File: src/rtl/aper_irq_ctrl.sv
module aper_irq_ctrl #(
  parameter int NPORT = 4
) (
  input  logic               clk,
  input  logic               rst_n,
  input  logic [NPORT-1:0]   port_en,
  input  logic [4*NPORT-1:0] src_en,
  input  logic [NPORT-1:0]   evt_mrx,
  input  logic [NPORT-1:0]   evt_mtx,
  input  logic [NPORT-1:0]   evt_crx,
  input  logic [NPORT-1:0]   evt_ctx,
  input  logic [NPORT-1:0]   rd_mrx,
  input  logic [NPORT-1:0]   rd_mtx,
  input  logic [NPORT-1:0]   rd_crx,
  input  logic [NPORT-1:0]   rd_ctx,
  input  logic               stat_rd,
  output logic [4*NPORT-1:0] status,
  output logic               irq
);
  localparam int W = 4 * NPORT;

  logic [W-1:0] ev_all, rd_all, en_mask, flags_q, flags_d;
  logic         irq_q;

  assign ev_all  = {evt_ctx, evt_crx, evt_mtx, evt_mrx};
  assign rd_all  = {rd_ctx, rd_crx, rd_mtx, rd_mrx};
  assign en_mask = src_en & {4{port_en}};
  assign flags_d = (flags_q & ~rd_all) | ev_all;

  always_ff @(posedge clk) begin
    if (!rst_n) begin
      flags_q <= '0;
      irq_q   <= 1'b0;
    end else begin
      flags_q <= flags_d;
      irq_q   <= !stat_rd && (|(flags_d & en_mask));
    end
  end

  assign status = flags_q;
  assign irq    = irq_q;


  set_flag_chk: assert property (@(posedge clk) disable iff (!rst_n)
    (|ev_all) |=> ((status & $past(ev_all)) == $past(ev_all)));


  clr_flag_chk: assert property (@(posedge clk) disable iff (!rst_n)
    (|(rd_all & ~ev_all)) |=> ((status & $past(rd_all & ~ev_all)) == '0));


  hold_flag_chk: assert property (@(posedge clk) disable iff (!rst_n)
    (|status) |=> ((status & $past(status & ~rd_all)) == $past(status & ~rd_all)));


  rd_drop_chk: assert property (@(posedge clk) disable iff (!rst_n)
    stat_rd |=> !irq);


  irq_raise_chk: assert property (@(posedge clk) disable iff (!rst_n)
    (!stat_rd && (|(ev_all & en_mask))) |=> irq);


  irq_cause_chk: assert property (@(posedge clk) disable iff (!rst_n)
    irq |-> (|(status & $past(en_mask))));
endmodule

File: config.mk
export PLATFORM = sky130hd
export DESIGN_NAME = aper_irq_ctrl
export DESIGN_NICKNAME = d
export VERILOG_FILES = /design/src/rtl/aper_irq_ctrl.sv
export SDC_FILE = /design/constraint.sdc
export NUM_CORES = 1
export LEC_CHECK = 0
export BUFFER_PORTS_ARGS = -buffer_cell sky130_fd_sc_hd__buf_2
export CAP_MARGIN = 20
export CORE_MARGIN = 2
export CORE_UTILIZATION = 32
export CTS_CLUSTER_DIAMETER = 150
export DETAILED_ROUTE_END_ITERATION = 7
export PLACE_DENSITY = 0.72
export SLEW_MARGIN = 0
export SYNTH_ARGS = -nofsm -noshare
export SYNTH_HDL_FRONTEND = slang
export SYNTH_SLANG_ARGS = --single-unit
File: constraint.sdc
create_clock -name clk -period 1 [get_ports clk]
set_input_delay 0.3 -clock clk [delete_from_list [all_inputs] [get_ports clk]]
set_output_delay 0.3 -clock clk [all_outputs]
set_load 0.05 [all_outputs]
==> reports/summary.md, run 1 <==
### Setup path
• maximum net fanout on the critical path: 2
• nature of the critical path endpoint: register
• Reg2Reg Setup Slack: -260 ps
• critical path type: register to register
• data arrival at the endpoint of the critical path: 1430 ps
• launching point of the worst reg2reg path: status[10]
• number of cell instances on the worst register-to-register path: 5
• critical path startpoint category: register
• capture instance of the worst register-to-register path: irq
• Data required, critical path: 1170 ps

### Yosys
• Synth Warn #: 0
• proportion of synthesized area in mux cells: 0%
• number of standard cells after synthesis: 73
• number of distinct standard cells referenced by the synthesized netlist: 10
• leading post-synthesis cells by cell area: dfxtp_1, o211ai_1, o21a_1, nor2b_1, nor2b_4
• sequential area share after synthesis: 45.33%
• Synth Area in Simple Gates: 21.50%
• compound-cell area share of the yosys netlist: 32.00%
• Synth Cell Area: 750.7 µm²
• fraction of the mapped netlist area in adder cells: 0%
• dominant combinational cell family by area after synthesis: compound AO/OA/AOI/OAI gates
• post-synthesis sequential element count: 17
• post-synthesis net count: 128
• Yosys top cell area share: 45.33%
• Synth area leader: dfxtp_1
• Synth Area in XOR/XNOR: 0%
• synthesized area per cell: 10.28 µm²

### Power and ir drop
• Sw Ratio: 31.14%
• total power density per cell area: 1140 nW/µm²
• post-layout power: 1677 µW
• Clk pwr share: 21.2%
• Net Sw Power: 522.3 µW
• Internal: 1155 µW
• maximum vdd drop: 610.5 µV
• part of the power in registers: 44.7%
• leakage component of the power: 0.0006635 µW
• part of the total power dissipated in combinational logic: 34.1%

### Final layout
• share of final-layout standard cells stronger than drive strength 1: 69.48%
• Final Instance Area: 1471 µm²
• area added between synthesis and finish: 96.00%
• layout filler cell count: 188
• most frequent cells in the layout: buf_2, o21a_1, o211ai_1, buf_8, dfxtp_4
• most common library cell in the layout ignoring fill and taps: buf_2
• number of diodes added for antenna fixing: 0
• final layout net count: 210

### Min path
• worst hold path stage count: 2
• startpoint of the tightest hold check path: stat_rd
• Hold Path Class: input port to register
• Min-Delay Endpoint: irq

### Floorplanning
• core area: 2212 µm²
• ports placed on the boundary: 72
• Die Span Y: 52.44 µm
• overall die width: 52.44 µm
• die area: 2749 µm²
• site row count: 17
• Initial Util: 33.94%

### Place
• area after detailed placement: 1235 µm²
• Setup WS pre-CTS: -288.8 ps
• number of input and output port buffers inserted: 71
• routability-driven placement congestion ratio: 0.6804
• HPWL after DPL: 1816 µm

### Timing
• final setup vio count: 18
• tightest hold margin: 186.8 ps
• final critical-path share of the clock period: 126.3%
• setup slack after layout: -262.6 ps
• slew at the pin closest to its max-slew limit: 293.6 ps
• Final Skew: 6.606 ps
• hold violation count in the final report: 0
• setup repair after global routing missed its margin: true
• Worst slew margin: 80.43%
• crit path time final: 1263 ps
• maximum frequency from static timing analysis: 792.0 MHz
• final number of max-transition violations: 0

### GRT
• Overflow after GRT: 0
• number of antenna violations at the first check in global routing: 0
• Total Routing Usage GR: 16.79%
• vias in the first global route: 878
• global-route wire length before repair: 3346 µm
• maximum number of pins on one net before global-route repair: 18

### Detailed routing
• detail-routed net length per standard cell: 12.45 µm
• via total after detailed routing: 887
• total wire length after detailed routing: 2265 µm
• drt first-iter violations: 4
• count of antenna-violating nets left after detailed routing: 0
• drt via density: 4.874
• DRC: 0
• detailed-router iteration count before antenna repair: 2

### Clocking
• TritonCTS Sinks: 17
• number of buffers inserted for hold repair after clock tree synthesis: 0
• Max clock buf depth: 2
• Reg clk slew, reported paths: 100 ps
• TritonCTS clock tree: done
• H-Tree Level Count: 1
• insertion delay of the later-clocked pin in the worst-skew pair: 280 ps
• Clk Tree Root Cell: clkbuf_4
• number of CTS-inserted buffers: 3

### Flow run
• max-cap viol count: 0

### Outcome
• failing checks: negative setup slack
• run status: complete, but fails checks

[cells by family (layout without fill, tap and decap cells)]
| kind of cell | after synthesis | in the layout |
|---|---|---|
| AOI/OAI and AO/OA | 32 | 32 |
| DFF | 17 | 17 |
| buffers and inverters | 2 | 83 |
| and+or+nand+nor | 22 | 22 |
[per-stage QoR]
stage          cells  util [%]  TNS, ps
2_1_floorplan     73         -   -214.2
3_3_place_gp     176     55.83   -264.5
3_5_place_dp     176     55.83   -288.8
4_1_cts          182     65.10    -2236
5_1_grt          182     66.52    -2368
6_report         182     66.52    -1870
[cell usage after synthesis (all sizes together)]
library cell	number
nor4	1
clkbuf	1
buf	1
nand4	4
dfxtp	17
nor3b	1
o21a	16
o211ai	16
nor2b	16
[registers in the layout, summed over array words and instances, names as in the netlist]
name and flops:
status 16, irq 1
[power by group through the flow]
stage | combinational (µW) | clock, µW | sequential [µW]
3_3_place_gp | 461 | 0 | 746
2_1_floorplan | 110 | 0 | 908
3_5_place_dp | 467 | 0 | 748
5_1_grt | 609 | 393 | 754
6_report | 572 | 356 | 750
4_1_cts | 559 | 375 | 746
[final cells by class]
class | instances | area [µm²] | share of cell area [%]
tap | 28 | 35.03 | 2.381
clock buffer | 4 | 26.28 | 1.786
sequential | 17 | 390.4 | 26.53
timing repair buffer | 79 | 574.3 | 39.03
multi-input combinational | 54 | 445.4 | 30.27
[worst max-delay path by stage]
stage | start | to | cells after the start | slack (ps)
global route | status[10] | irq | 5 | -350
global placement | status[12] | irq | 5 | -260
finish | status[10] | irq | 5 | -260
floorplan | status[3] | irq | 5 | -210
detailed placement | rd_ctx[1] | irq | 6 | -290
CTS | status[11] | irq | 5 | -270
[critical path, stage by stage (launching register included)]
cell,delay [ps]
dfxtp_4,350
nor2b_4,120
o211ai_1,180
nand4_1,140
nor4_2,280
nor3b_1,70
[metal layers]
layer	part of all wire (%)	track usage (%)	routed length [µm]	up-vias
met3	8.5	3.714	192	4
met4	1.4	7.692	31	0
li1	-	-	-	440
met5	0	0	0	-
met1	37	17.96	845	400
met2	53	30.83	1195	43
[repair_timing]
action	4_1_cts	5_1_grt
resized for setup	49	9
setup endpoints to repair	18	18
pin swaps	8	0
setup buffers	2	0
(Power assumes the default switching activity.)
==> inputs of run 2 (changes only) <==
Settings changed: CORE_ASPECT_RATIO set to 1.1.
==> run 2 against run 1 <==
Effect of this change: the run still ends with negative setup slack left; critical path depth stayed put; sequential cell count stayed put; combinational power is 2% lower; critical endpoint unchanged.
==> reports/summary.md, run 2 (synthesized netlist as in run 1, its figures left out) <==
### Power and ir drop
• Clk pwr share: 21.4%
• Net Sw Power: 527.5 µW
• Internal: 1139 µW
• part of the power in registers: 44.9%
• total power density per cell area: 1159 nW/µm²
• Sw Ratio: 31.65%
• post-layout power: 1667 µW
• leakage component of the power: 0.0006423 µW
• maximum vdd drop: 756.7 µV
• part of the total power dissipated in combinational logic: 33.7%

### Detailed routing
• via total after detailed routing: 869
• detailed-router iteration count before antenna repair: 4
• count of antenna-violating nets left after detailed routing: 0
• detail-routed net length per standard cell: 13.02 µm
• drt first-iter violations: 6
• total wire length after detailed routing: 2344 µm
• drt via density: 4.828
• DRC: 0

### Timing
• maximum frequency from static timing analysis: 776.6 MHz
• setup slack after layout: -287.7 ps
• final number of max-transition violations: 0
• tightest hold margin: 187.8 ps
• hold violation count in the final report: 0
• crit path time final: 1288 ps
• setup repair after global routing missed its margin: true
• Final Skew: 6.045 ps
• final setup vio count: 18
• Worst slew margin: 79.26%
• slew at the pin closest to its max-slew limit: 311.2 ps
• final critical-path share of the clock period: 128.8%

### Floorplanning
• core area: 2230 µm²
• overall die width: 50.18 µm
• die area: 2750 µm²
• ports placed on the boundary: 72
• Die Span Y: 54.80 µm
• Initial Util: 33.67%
• site row count: 18

### Final layout
• area of combinational cells with multiple inputs: 430.4 µm²
• most frequent cells in the layout: buf_2, o21a_1, o211ai_1, buf_8, dfxtp_4
• number of diodes added for antenna fixing: 0
• total area of sequential cells: 390.4 µm²
• final layout net count: 206
• utilization after layout: 64.48%
• number of flip-flops under the largest register name: 16
• area added between synthesis and finish: 91.50%
• share of final-layout standard cells stronger than drive strength 1: 68.00%
• layout filler cell count: 183
• most common library cell in the layout ignoring fill and taps: buf_2

### Place
• routability-driven placement congestion ratio: 0.7215
• number of input and output port buffers inserted: 71
• HPWL after DPL: 1884 µm

### Setup path
• Worst path slowest cell: dfxtp_4
• data arrival at the endpoint of the critical path: 1460 ps
• nature of the critical path endpoint: register
• critical path type: register to register
• Cell Chain, Critical Path: nor2b_1, o211ai_1, nand4_1, nor4_2, nor3b_1
• critical path startpoint category: register
• maximum net fanout on the critical path: 2
• Data required, critical path: 1170 ps
• Worst path max stage delay: 360 ps

### Clocking
• Clk Tree Root Cell: clkbuf_4
• TritonCTS Sinks: 17
• insertion delay of the later-clocked pin in the worst-skew pair: 280 ps
• Max clock buf depth: 2
• Reg clk slew, reported paths: 90 ps
• H-Tree Level Count: 1
• TritonCTS clock tree: done
• number of CTS-inserted buffers: 3

### Flow run
• max-cap viol count: 0

### GRT
• maximum number of pins on one net before global-route repair: 18
• global-route wire length before repair: 3546 µm
• Total Routing Usage GR: 17.58%
• Overflow after GRT: 0
• vias in the first global route: 870
• number of antenna violations at the first check in global routing: 0

### Min path
• Hold Path Class: input port to register

### Outcome
• failing checks: negative setup slack
• run status: complete, but fails checks

[run 2: stage by stage]
stage / TNS (ps) / instance area [µm²] / cells / setup slack, ps
3_5_place_dp: -275.4 / 1207 / 174 / -275.4
6_report: -1891 / 1438 / 180 / -287.7
3_3_place_gp: -258.1 / 1207 / 174 / -258.1
4_1_cts: -2139 / 1394 / 179 / -257.3
2_1_floorplan: -214.2 / 808.3 / 73 / -214.2
5_1_grt: -2590 / 1438 / 180 / -410.5
[run 2: layout make-up]
class                   instances  area share [%]
well taps                      30           2.611
clock inverters                 1          0.3481
repair buffers                 75           38.38
multi-input cells              54           29.94
flip-flops and latches         17           27.15
clock buffers                   3           1.567
[run 2: power by group through the flow]
stage	combinational, µW	sequential (µW)	clock [µW]
final	561	749	357
after global routing	595	755	405
after CTS	542	747	383
after detailed placement	459	748	0
after global placement	451	744	0
after floorplan	110	908	0
[run 2: critical path, delay by kind of cell, from the launching register on]
| kind | cells | cell delay [ps] |
|---|---|---|
| compound gates | 1 | 170 |
| flops | 1 | 360 |
| simple gates | 4 | 650 |
[run 2: timing repair]
item                                    CTS  global route
gates resized for setup                  46             9
hold buffers                              0             0
buffers inserted                          1             1
endpoints found under the setup margin   18            18
pin swaps                                 6             0
[run 2: final timing paths]
check,from,end,slack (ps),depth (start not counted)
worst max-delay path,status[2],irq,-290,5
worst min-delay path,stat_rd,irq,190,2
worst max register to register,status[2],irq,-290,5
worst min register to register,status[7],status[7],610,2
[run 2: layer usage]
layer  wire length, µm  global-route usage, %  share of wire [%]
met5                 0                      0                  0
met3               171                  3.279                7.3
met2              1305                  35.09                 56
met4                38                  8.333                1.6
met1               828                  17.74                 35
==> inputs of run 3 (changes only) <==
Settings changed: CORE_UTILIZATION 32 to 35, PLACE_DENSITY 0.72 to 0.75.
Clock period 1 ns to 1.4 ns, I/O delays scaled along.
==> run 3 against run 2 <==
Effect of this change: final cell count down 3.3%; sequential share of layout area up 2.2 points; the run now ends clean; worst hold slack better by 110 ps; design area down 19%; utilization down 7.1 points.
==> reports/summary.md, run 3 (synthesized netlist as in run 1, its figures left out) <==
### Final layout
• most common library cell in the layout ignoring fill and taps: buf_2
• number of diodes added for antenna fixing: 0
• area added between synthesis and finish: 54.50%
• total area of sequential cells: 340.3 µm²
• most frequent cells in the layout: buf_2, dfxtp_1, o21a_1, o211ai_1, nor2b_1
• share of final-layout standard cells stronger than drive strength 1: 53.42%
• number of flip-flops under the largest register name: 16
• layout filler cell count: 190
• number of cells in the finished layout apart from fillers: 174
• utilization after layout: 57.40%
• area of combinational cells with multiple inputs: 401.6 µm²
• final layout net count: 202

### Power and ir drop
• Internal: 745.4 µW
• total power density per cell area: 945.9 nW/µm²
• post-layout power: 1097 µW
• Net Sw Power: 351.8 µW
• maximum vdd drop: 650.3 µV
• part of the power in registers: 48.1%
• Clk pwr share: 23.1%
• part of the total power dissipated in combinational logic: 28.7%
• leakage component of the power: 0.0005612 µW
• Sw Ratio: 32.06%

### Clocking
• number of CTS-inserted buffers: 3
• TritonCTS clock tree: done
• Setup Fix Bufs, Post-CTS: 0
• CTS-repair resized insts: 0
• insertion delay of the later-clocked pin in the worst-skew pair: 280 ps
• TritonCTS Sinks: 17
• Clk Tree Root Cell: clkbuf_4
• Reg clk slew, reported paths: 100 ps
• H-Tree Level Count: 1
• Max clock buf depth: 2
• number of buffers inserted for hold repair after clock tree synthesis: 0

### Place
• number of input and output port buffers inserted: 71
• Setup WS pre-CTS: 41.53 ps
• Placed Cells incl. Taps: 170
• HPWL after DPL: 1729 µm
• routability-driven placement congestion ratio: 0.7705

### Timing
• crit path time final: 1311 ps
• final number of max-transition violations: 0
• Worst slew margin: 79.96%
• Setup TNS: 0 ps
• setup slack after layout: 89.23 ps
• final setup vio count: 0
• slew at the pin closest to its max-slew limit: 300.6 ps
• hold violation count in the final report: 0
• Final Skew: 2.622 ps
• final critical-path share of the clock period: 93.63%
• maximum frequency from static timing analysis: 762.9 MHz
• setup repair after global routing missed its margin: false

### Setup path
• sum of buffers and inverters on the critical path: 1
• critical path type: register to primary output
• critical path startpoint category: register
• Data required, critical path: 980 ps
• data arrival at the endpoint of the critical path: 890 ps
• gate family responsible for the most delay along the worst path: flip-flops
• maximum net fanout on the critical path: 2
• nature of the critical path endpoint: primary output
• Cell Chain, Critical Path: buf_2
• Worst path slowest cell: dfxtp_1
• Worst path max stage delay: 350 ps

### Detailed routing
• count of antenna-violating nets left after detailed routing: 0
• highest layer used for signal routing: met4
• detailed-router iteration count before antenna repair: 2
• DRC: 0
• drt first-iter violations: 1
• detail-routed net length per standard cell: 11.61 µm
• Routed met2 length: 1088 µm
• met3 layer wire length in the routed design: 112 µm
• drt via density: 4.770
• total wire length after detailed routing: 2021 µm
• via total after detailed routing: 830
• Met1 Routed Length: 800 µm

### Floorplanning
• die area: 2532 µm²
• Die Span Y: 52.58 µm
• core area: 2021 µm²
• Initial Util: 37.15%
• site row count: 17
• ports placed on the boundary: 72
• overall die width: 48.16 µm

### GRT
• number of antenna violations at the first check in global routing: 0
• global-route wire length before repair: 3042 µm
• vias in the first global route: 773
• Overflow after GRT: 0
• Total Routing Usage GR: 16.91%
• maximum number of pins on one net before global-route repair: 18

### Min path
• Hold Path Class: input port to register

### Flow run
• max-cap viol count: 0

### Outcome
• run status: completed

## run 3: final cells by class
cell class                      count  area share (%)
Multi-Input combinational cell     54           34.63
Clock buffer                        3           1.942
Timing Repair Buffer               71           30.64
Sequential cell                    17           29.34
Tap cell                           28           3.021
Clock inverter                      1          0.4315
## run 3: metal layers
layer | vias to the layer above | track usage (%)
met2 | 35 | 32.24
met4 | 0 | 5.405
li1 | 423 | -
met1 | 370 | 17.26
met5 | - | 0
met3 | 2 | 3.103
## run 3: path summary, 6_finish.rpt
kind	start	endpoint	slack, ps	cells after the start
max	status[1]	status[1]	90	1
min reg2reg	status[15]	status[15]	610	2
max reg2reg	status[9]	irq	180	5
min	stat_rd	irq	290	2
## run 3: stage by stage
| stage | instance area [µm²] | hold slack, ps |
|---|---|---|
| 6_report | 1160 | 294.7 |
| 5_1_grt | 1160 | 291.7 |
| 4_1_cts | 1160 | 284.4 |
| 3_5_place_dp | 1132 | 588.6 |
| 3_3_place_gp | 1132 | 565.3 |
| 2_1_floorplan | 750.7 | 496.1 |
## run 3: power by group through the flow
stage	clock (µW)	sequential, µW	combinational (µW)
CTS	273	528	319
floorplan	0	651	76.9
detailed placement	0	539	318
finish	254	528	315
global placement	0	538	315
global route	294	532	340
